**src/rtl/mul_pkg.sv**
```systemverilog
package mul_pkg;
  typedef enum logic [1:0] {
    ST_IDLE = 2'd0,
    ST_RUN  = 2'd1,
    ST_DONE = 2'd2
  } mul_state_e;
endpackage

```
**src/rtl/mul_adder.sv**
```systemverilog
module mul_adder #(
  parameter int WIDTH = 32
) (
  input  logic [WIDTH-1:0] a_i,
  input  logic [WIDTH-1:0] b_i,
  input  logic             en_i,
  output logic [WIDTH:0]   sum_o
);
  logic [WIDTH-1:0] b_gated;
  logic [WIDTH:0]   carry;

  assign b_gated  = en_i ? b_i : '0;
  assign carry[0] = 1'b0;

  // ripple chain; carry[WIDTH] is the carry-out kept for bit 2W-1
  for (genvar i = 0; i < WIDTH; i++) begin : g_bit
    assign sum_o[i]   = a_i[i] ^ b_gated[i] ^ carry[i];
    assign carry[i+1] = (a_i[i] & b_gated[i]) | (carry[i] & (a_i[i] ^ b_gated[i]));
  end
  assign sum_o[WIDTH] = carry[WIDTH];
endmodule

```
**src/rtl/mul_ctrl.sv**
```systemverilog
module mul_ctrl
  import mul_pkg::*;
#(
  parameter int WIDTH = 32
) (
  input  logic clk_i,
  input  logic rst_ni,
  input  logic start_i,
  output logic load_o,
  output logic step_o,
  output logic busy_o,
  output logic done_o
);
  localparam int CW = (WIDTH > 1) ? $clog2(WIDTH) : 1;
  localparam logic [CW-1:0] LAST = CW'(WIDTH - 1);

  mul_state_e state_q, state_d;
  logic [CW-1:0] cnt_q, cnt_d;

  assign busy_o = (state_q == ST_RUN);
  assign done_o = (state_q == ST_DONE);
  assign load_o = start_i && !busy_o;
  assign step_o = busy_o;

  always_comb begin
    state_d = state_q;
    cnt_d   = cnt_q;
    unique case (state_q)
      ST_IDLE, ST_DONE: begin
        if (start_i) begin
          state_d = ST_RUN;
          cnt_d   = '0;
        end
      end
      ST_RUN: begin
        if (cnt_q == LAST) state_d = ST_DONE;
        else               cnt_d   = cnt_q + 1'b1;
      end
      default: state_d = ST_IDLE;
    endcase
  end

  always_ff @(posedge clk_i or negedge rst_ni) begin
    if (!rst_ni) begin
      state_q <= ST_IDLE;
      cnt_q   <= '0;
    end else begin
      state_q <= state_d;
      cnt_q   <= cnt_d;
    end
  end

  AST_NO_BUSY_DONE: assert property (@(posedge clk_i) disable iff (!rst_ni)
    !(busy_o && done_o));
  AST_START_IGNORED: assert property (@(posedge clk_i) disable iff (!rst_ni)
    (busy_o && start_i && cnt_q != LAST) |=> (busy_o && cnt_q == $past(cnt_q) + 1'b1));
  AST_DONE_STICKY: assert property (@(posedge clk_i) disable iff (!rst_ni)
    (done_o && !start_i) |=> done_o);
endmodule

```
**src/rtl/mul_datapath.sv**
```systemverilog
module mul_datapath #(
  parameter int WIDTH = 32
) (
  input  logic             clk_i,
  input  logic             rst_ni,
  input  logic             load_i,
  input  logic             step_i,
  input  logic [WIDTH-1:0] mcand_i,
  input  logic [WIDTH-1:0] mplier_i,
  output logic [WIDTH-1:0] hi_o,
  output logic [WIDTH-1:0] lo_o
);
  localparam int PW = 2 * WIDTH;

  logic [WIDTH-1:0] mcand_q;
  logic [PW-1:0]    prod_q, prod_d;
  logic [WIDTH:0]   sum;

  mul_adder #(.WIDTH(WIDTH)) u_add (
    .a_i  (prod_q[PW-1:WIDTH]),
    .b_i  (mcand_q),
    .en_i (prod_q[0]),
    .sum_o(sum)
  );

  always_comb begin
    prod_d = prod_q;
    if (load_i)      prod_d = {{WIDTH{1'b0}}, mplier_i};
    else if (step_i) prod_d = {sum, prod_q[WIDTH-1:1]};
  end

  always_ff @(posedge clk_i or negedge rst_ni) begin
    if (!rst_ni) begin
      prod_q  <= '0;
      mcand_q <= '0;
    end else begin
      prod_q <= prod_d;
      if (load_i) mcand_q <= mcand_i;
    end
  end

  assign hi_o = prod_q[PW-1:WIDTH];
  assign lo_o = prod_q[WIDTH-1:0];

  AST_LOAD_PRODUCT: assert property (@(posedge clk_i) disable iff (!rst_ni)
    load_i |=> (hi_o == '0 && lo_o == $past(mplier_i)));
  AST_SKIP_SHIFT: assert property (@(posedge clk_i) disable iff (!rst_ni)
    (step_i && !lo_o[0]) |=> ({hi_o, lo_o} == ($past({hi_o, lo_o}) >> 1)));
  AST_ADD_LOW_SHIFT: assert property (@(posedge clk_i) disable iff (!rst_ni)
    step_i |=> (lo_o[WIDTH-2:0] == $past(lo_o[WIDTH-1:1])));
  AST_HOLD_IDLE: assert property (@(posedge clk_i) disable iff (!rst_ni)
    (!load_i && !step_i) |=> $stable({hi_o, lo_o}));
endmodule

```
**src/rtl/shift_add_mul.sv**
```systemverilog
module shift_add_mul #(
  parameter int WIDTH = 32
) (
  input  logic             clk_i,
  input  logic             rst_ni,
  input  logic             start_i,
  input  logic [WIDTH-1:0] mcand_i,
  input  logic [WIDTH-1:0] mplier_i,
  output logic             busy_o,
  output logic             done_o,
  output logic [WIDTH-1:0] hi_o,
  output logic [WIDTH-1:0] lo_o
);
  localparam int RW = $clog2(WIDTH + 1) + 1;

  logic load, step;

  mul_ctrl #(.WIDTH(WIDTH)) u_ctrl (
    .clk_i  (clk_i),
    .rst_ni (rst_ni),
    .start_i(start_i),
    .load_o (load),
    .step_o (step),
    .busy_o (busy_o),
    .done_o (done_o)
  );

  mul_datapath #(.WIDTH(WIDTH)) u_dp (
    .clk_i   (clk_i),
    .rst_ni  (rst_ni),
    .load_i  (load),
    .step_i  (step),
    .mcand_i (mcand_i),
    .mplier_i(mplier_i),
    .hi_o    (hi_o),
    .lo_o    (lo_o)
  );

  // independent run-length counter for the latency check
  logic [RW-1:0] run_cyc_q;
  always_ff @(posedge clk_i or negedge rst_ni) begin
    if (!rst_ni)     run_cyc_q <= '0;
    else if (load)   run_cyc_q <= '0;
    else if (busy_o) run_cyc_q <= run_cyc_q + 1'b1;
  end

  AST_DONE_LATENCY: assert property (@(posedge clk_i) disable iff (!rst_ni)
    $rose(done_o) |-> (run_cyc_q == RW'(WIDTH)));
  AST_BUSY_ON_START: assert property (@(posedge clk_i) disable iff (!rst_ni)
    (start_i && !busy_o) |=> (busy_o && !done_o));
endmodule

```
**config.mk**
```make
export PLATFORM = sky130hd
export DESIGN_NAME = shift_add_mul
export DESIGN_NICKNAME = d
export VERILOG_FILES = /design/src/rtl/mul_pkg.sv /design/src/rtl/mul_adder.sv /design/src/rtl/mul_ctrl.sv /design/src/rtl/mul_datapath.sv /design/src/rtl/shift_add_mul.sv
export SDC_FILE = /design/constraint.sdc
export NUM_CORES = 1
export LEC_CHECK = 0
export BUFFER_PORTS_ARGS = -buffer_cell sky130_fd_sc_hd__buf_2
export CAP_MARGIN = 5
export CELL_PAD_IN_SITES_DETAIL_PLACEMENT = 1
export CELL_PAD_IN_SITES_GLOBAL_PLACEMENT = 1
export CORE_MARGIN = 2
export CORE_UTILIZATION = 40
export CTS_BUF_LIST = sky130_fd_sc_hd__clkbuf_4 sky130_fd_sc_hd__clkbuf_8
export CTS_CLUSTER_SIZE = 25
export DETAILED_ROUTE_END_ITERATION = 6
export PLACE_DENSITY = 0.76
export SYNTH_ARGS = -nofsm -noshare
export SYNTH_HDL_FRONTEND = slang
export SYNTH_HIERARCHICAL = 1
export SYNTH_SLANG_ARGS = --single-unit
```
**constraint.sdc**
```tcl
create_clock -name clk_i -period 11.7 [get_ports clk_i]
set_input_delay 2.34 -clock clk_i [delete_from_list [all_inputs] [get_ports clk_i]]
set_output_delay 2.34 -clock clk_i [all_outputs]
set_load 0.1 [all_outputs]
```
# Yosys cells after proc, flatten, opt, wreduce, memory -nomap -nowiden
# Cells that the tools add are included.
# op_classes
addsub	1
n_eq_ne	6
mux	9
bitwise_logic	157
reduce_logical	8
# op_table
op	count
$mux 64	2
$and 1x1->1	63
$xor 1x1->1	63
$mux 32	1
$or 1x1->1	31
$mux 5	2
$pmux 5 s2	1
$ne 2x2->1 const B	3
$add 5x1->5 const B	1
$eq 5x5->1 const B	1
$mux 2	2
$pmux 2 s2	1
$reduce_bool 2->1	2
$reduce_and 3->1	1
$eq 2x1->1 const B	1
$eq 2x2->1 const B	1
$logic_not 2->1	1
$reduce_and 2->1	1
$reduce_or 2->1	1
$logic_and 1x1->1	1
$logic_not 1->1	1
# word_totals
register_bits	103
in_bits	67
output_inout_bits	66
wordCells	185

# Depth between registers and ports, before layout
# depth
word_depth	66
depth_mapped	42
depth_no_buf	41

# Cells and area by module
# The synthesis kept the hierarchy.
# modules_own_cells
module	n_inst	cells_each	area_per_inst_um2	seq_area_each_um2
mul_datapath	1	309	4088.9	2402.3
mul_adder	1	81	900.9	0.0
mul_ctrl	1	35	381.6	175.2

# Worst setup path after synthesis
# Ideal clock, no wire load.
# synth_timing
path_type	register -> register
startpoint	register u_dp.prod_q[0]
endpoint	register u_dp.prod_q[62]
arrival_time_ps	12877
path_slack_ps	-1251
path_stages_with_launch	43
path_buffers	1
period_less_slack_ps	12951
path_cell_list	dfrtp_1 clkbuf_2 and2_1 ha_1 inv_1 fa_1 fa_1 inv_1 fa_1 fa_1 fa_1 fa_1 fa_1 fa_1 fa_1 fa_1 fa_1 fa_1 [... 7 more ...] fa_1 fa_1 fa_1 fa_1 fa_1 fa_1 fa_1 fa_1 fa_1 fa_1 fa_1 fa_1 fa_1 inv_1 fa_1 inv_1 mux2i_1 nor2_1
# synth_between
elab_chain_len	65
# synth_lines
element	line	rtl
start: declaration	mul_datapath.sv:16	logic [PW-1:0] prod_q, prod_d;
start signal: assignment	mul_datapath.sv:37	prod_q <= prod_d;
$mux 32 *	mul_adder.sv:12	assign b_gated = en_i ? b_i : '0;
$and 1x1->1 or $xor 1x1->1 (tied branches)	mul_adder.sv:18	assign carry[i+1] = (a_i[i] & b_gated[i]) | (carry[i] & (a_i[i] ^ b_gated[i]));
$and 1x1->1	mul_adder.sv:18	
$or 1x1->1	mul_adder.sv:18	
$and 1x1->1	mul_adder.sv:18	
$or 1x1->1	mul_adder.sv:18	
$and 1x1->1	mul_adder.sv:18	
$or 1x1->1	mul_adder.sv:18	
[... 50 more ...]	--	
$and 1x1->1	mul_adder.sv:18	
$or 1x1->1	mul_adder.sv:18	
$and 1x1->1	mul_adder.sv:18	
$or 1x1->1	mul_adder.sv:18	
$xor 1x1->1 *	mul_adder.sv:17	assign sum_o[i] = a_i[i] ^ b_gated[i] ^ carry[i];
via u_dp.sum[31]	mul_datapath.sv:17	logic [WIDTH:0] sum;
$mux 64 *	mul_datapath.sv:29	else if (step_i) prod_d = {sum, prod_q[WIDTH-1:1]};
$mux 64 *	mul_datapath.sv:28	if (load_i) prod_d = {{WIDTH{1'b0}}, mplier_i};
# Mark *: on every way through the listed nets, which the timed path passes. The rest lies on a longest branch. The select of a mux whose other input is x is not followed.
# A chain may end at the register's enable or synchronous reset.

# Worst setup path after layout
# Same ends and word-level chain as after synthesis.

==> results.json <==
{
  "fin_tns_setup_ps": -6.139,
  "avgSynthCellArea_um2": 12.64,
  "hold_viol": 0,
  "num_antenna_cells": 0,
  "die_x_um": 119.9,
  "violations": "setup timing",
  "ys_seq_elements": 103,
  "port_buffers": 132,
  "r2r_cells": 41,
  "netlist_instances": 425,
  "viasPerCell": 4.854,
  "antenna_left": 0,
  "fmax_ghz": 0.08543,
  "finClkSkew_ps": 13.81,
  "yosys_warnings": 6,
  "clk_pin_slew_ps": 90,
  "postCtsHoldBufs": 0,
  "dr.first_iter.drc_count": 144,
  "core.rowCount": 42,
  "grt-busiest-layer": "met2",
  "max_stage_delay_ps": 490,
  "synth_top_area_share_pct": 47.99,
  "layout_common_cells": "131 x buf_2, 102 x dfrtp_1, 66 x mux2i_1",
  "cpMaxStageDelayCell": "dfrtp_4",
  "antenna_found_initial": 0,
  "ys_types": 30,
  "grt_pass1_vias": 3811,
  "synthTopCellsByArea": "dfrtp_1 48%, mux2i_1 12%, fa_1 12%",
  "path_delay_family": "adder cells",
  "coreArea_um2": 13190,
  "holdWs_ps": 462.4,
  "met2_usage_pct": 28.14,
  "pin_count": 133,
  "crit_arrival_ps": 12010,
  "fin_crit_ps": 11710,
  "grt_use_total_pct": 17.05,
  "critPathMostFrequentCell": "fa_2",
  "cp.required_ps": 12000,
  "start_util_pct": 40.72,
  "whs_path_depth": 1,
  "drtPass1Iterations": 6,
  "grt_max_degree": 78,
  "synth_fp_nets": 526,
  "dpl_worst_slack_ps": -154.3,
  "cts_buffer_depth": 2,
  "wl_mm": 11.63,
  "drive_gt1_share_pct": 42.73,
  "dieArea_um2": 14370,
  "setup_viol": 1,
  "crit_fanout": 3,
  "grt.met1_usage_pct": 21.30,
  "die_h_um": 119.9,
  "drv_cap": 0,
  "routabilityCongestion": 0.7116,
  "cp.depth": 41,
  "clock_sinks": 103,
  "vias": 3524,
  "grt-ovfl-total": 0,
  "grt_use_met3_pct": 7.034,
  "status": "finished, violations left",
  "wl_per_cell_um": 16.02,
  "slew-limit-headroom_pct": 31.45,
  "syn_area_um2": 5371,
  "maxSlewViolCount": 0,
  "cts_setup_buffers": 0,
  "hold_path_class": "reg -> reg",
  "netlist.top_cell.by_area": "dfrtp_1",
  "worst-path-buf-inv": 6,
  "dpl.hpwl_mm": 8.163,
  "num-nets-final": 647,
  "clk_latency_ps": 380,
  "seq_area_frac_synth_pct": 47.99,
  "grt_pass1_wl_mm": 19.24,
  "cts_tree": "yes",
  "fin_util_pct": 48.66,
  "rsz0062_at_grt": "yes",
  "cts_root_buf": "clkbuf_8",
  "setup_ws_ps": -6.139,
  "cts_buffers": 9,
  "start_kind": "flip-flop",
  "cp-end-kind": "flip-flop",
  "route.detailed.drc": 0,
  "worstMarginPinSlew_ps": 1026,
  "final_common_cell": "buf_2",
  "path_class": "reg -> reg",
  "finalCritPeriodShare_pct": 100.1,
  "cts-htree-levels": 3,
  "n_fill_cell": 1428,
  "area_growth_pct": 19.50
}
-- synth_stat cells, drive strengths merged --
library cell	count
a211o	1
a21oi	2
a22o	3
and2	28
and2b	1
and3	2
and4b	1
buf	19
clkbuf	7
dfrtp	103
fa	31
ha	3
inv	15
mux2	34
mux2i	66
nand2	38
nand3	1
nor2	35
nor2b	1
o21ai	33
or2	1
-- logic make-up after synthesis --
group | synth area share (%)
and+or+nand+nor | 9.481
DFF | 47.99
muxes | 20.96
buffers and inverters | 5.334
AOI/OAI and AO/OA | 3.983
adders and majority gates | 12.25
-- worst paths after layout --
path	from	end	slack, ps
worst max-delay path	u_dp/prod_q[0]	u_dp/prod_q[62]	-6
worst min-delay path	u_ctrl/cnt_q[3]	u_ctrl/cnt_q[3]	460
worst max register to register	u_dp/prod_q[0]	u_dp/prod_q[62]	-6
worst min register to register	u_ctrl/cnt_q[3]	u_ctrl/cnt_q[3]	460
max in group asynchronous	rst_ni	u_dp/prod_q[0]	8460
min in group asynchronous	rst_ni	u_dp/prod_q[50]	1850
-- area by class of cell --
type | count | area [µm²] | area share [%]
sequential | 103 | 2581 | 40.21
inverter | 15 | 56.30 | 0.8772
multi-input combinational | 281 | 2608 | 40.62
clock inverter | 5 | 128.9 | 2.008
tap | 176 | 220.2 | 3.431
timing repair buffer | 136 | 693.2 | 10.80
clock buffer | 10 | 131.4 | 2.047
-- state kept, by name, summed over array words and instances, names as in the netlist --
register        count
u_dp/prod_q        64
u_ctrl/state_q      2
u_ctrl/cnt_q        5
u_dp/mcand_q       32
-- layer usage --
metal / part of all wire, % / routed length (µm) / vias to the layer above
li1: - / - / 1646
met1: 42 / 4922 / 1777
met2: 49 / 5693 / 92
met3: 8.0 / 926 / 9
met4: 0.73 / 85 / 0
met5: 0 / 0 / -
-- what timing repair did --
item,CTS,global route
pin swaps,1,1
resized for setup,13,0
endpoints found under the setup margin,2,2
-- metrics by stage --
stage	instance area [µm²]	cells
floorplan	5446	425
global placement	6131	711
detailed placement	6131	711
CTS	6419	726
global route	6419	726
finish	6419	726
Power is left out: the tool's default activity adds up to more than one toggle a clock period on the data nets, which glitch-free logic cannot reach.
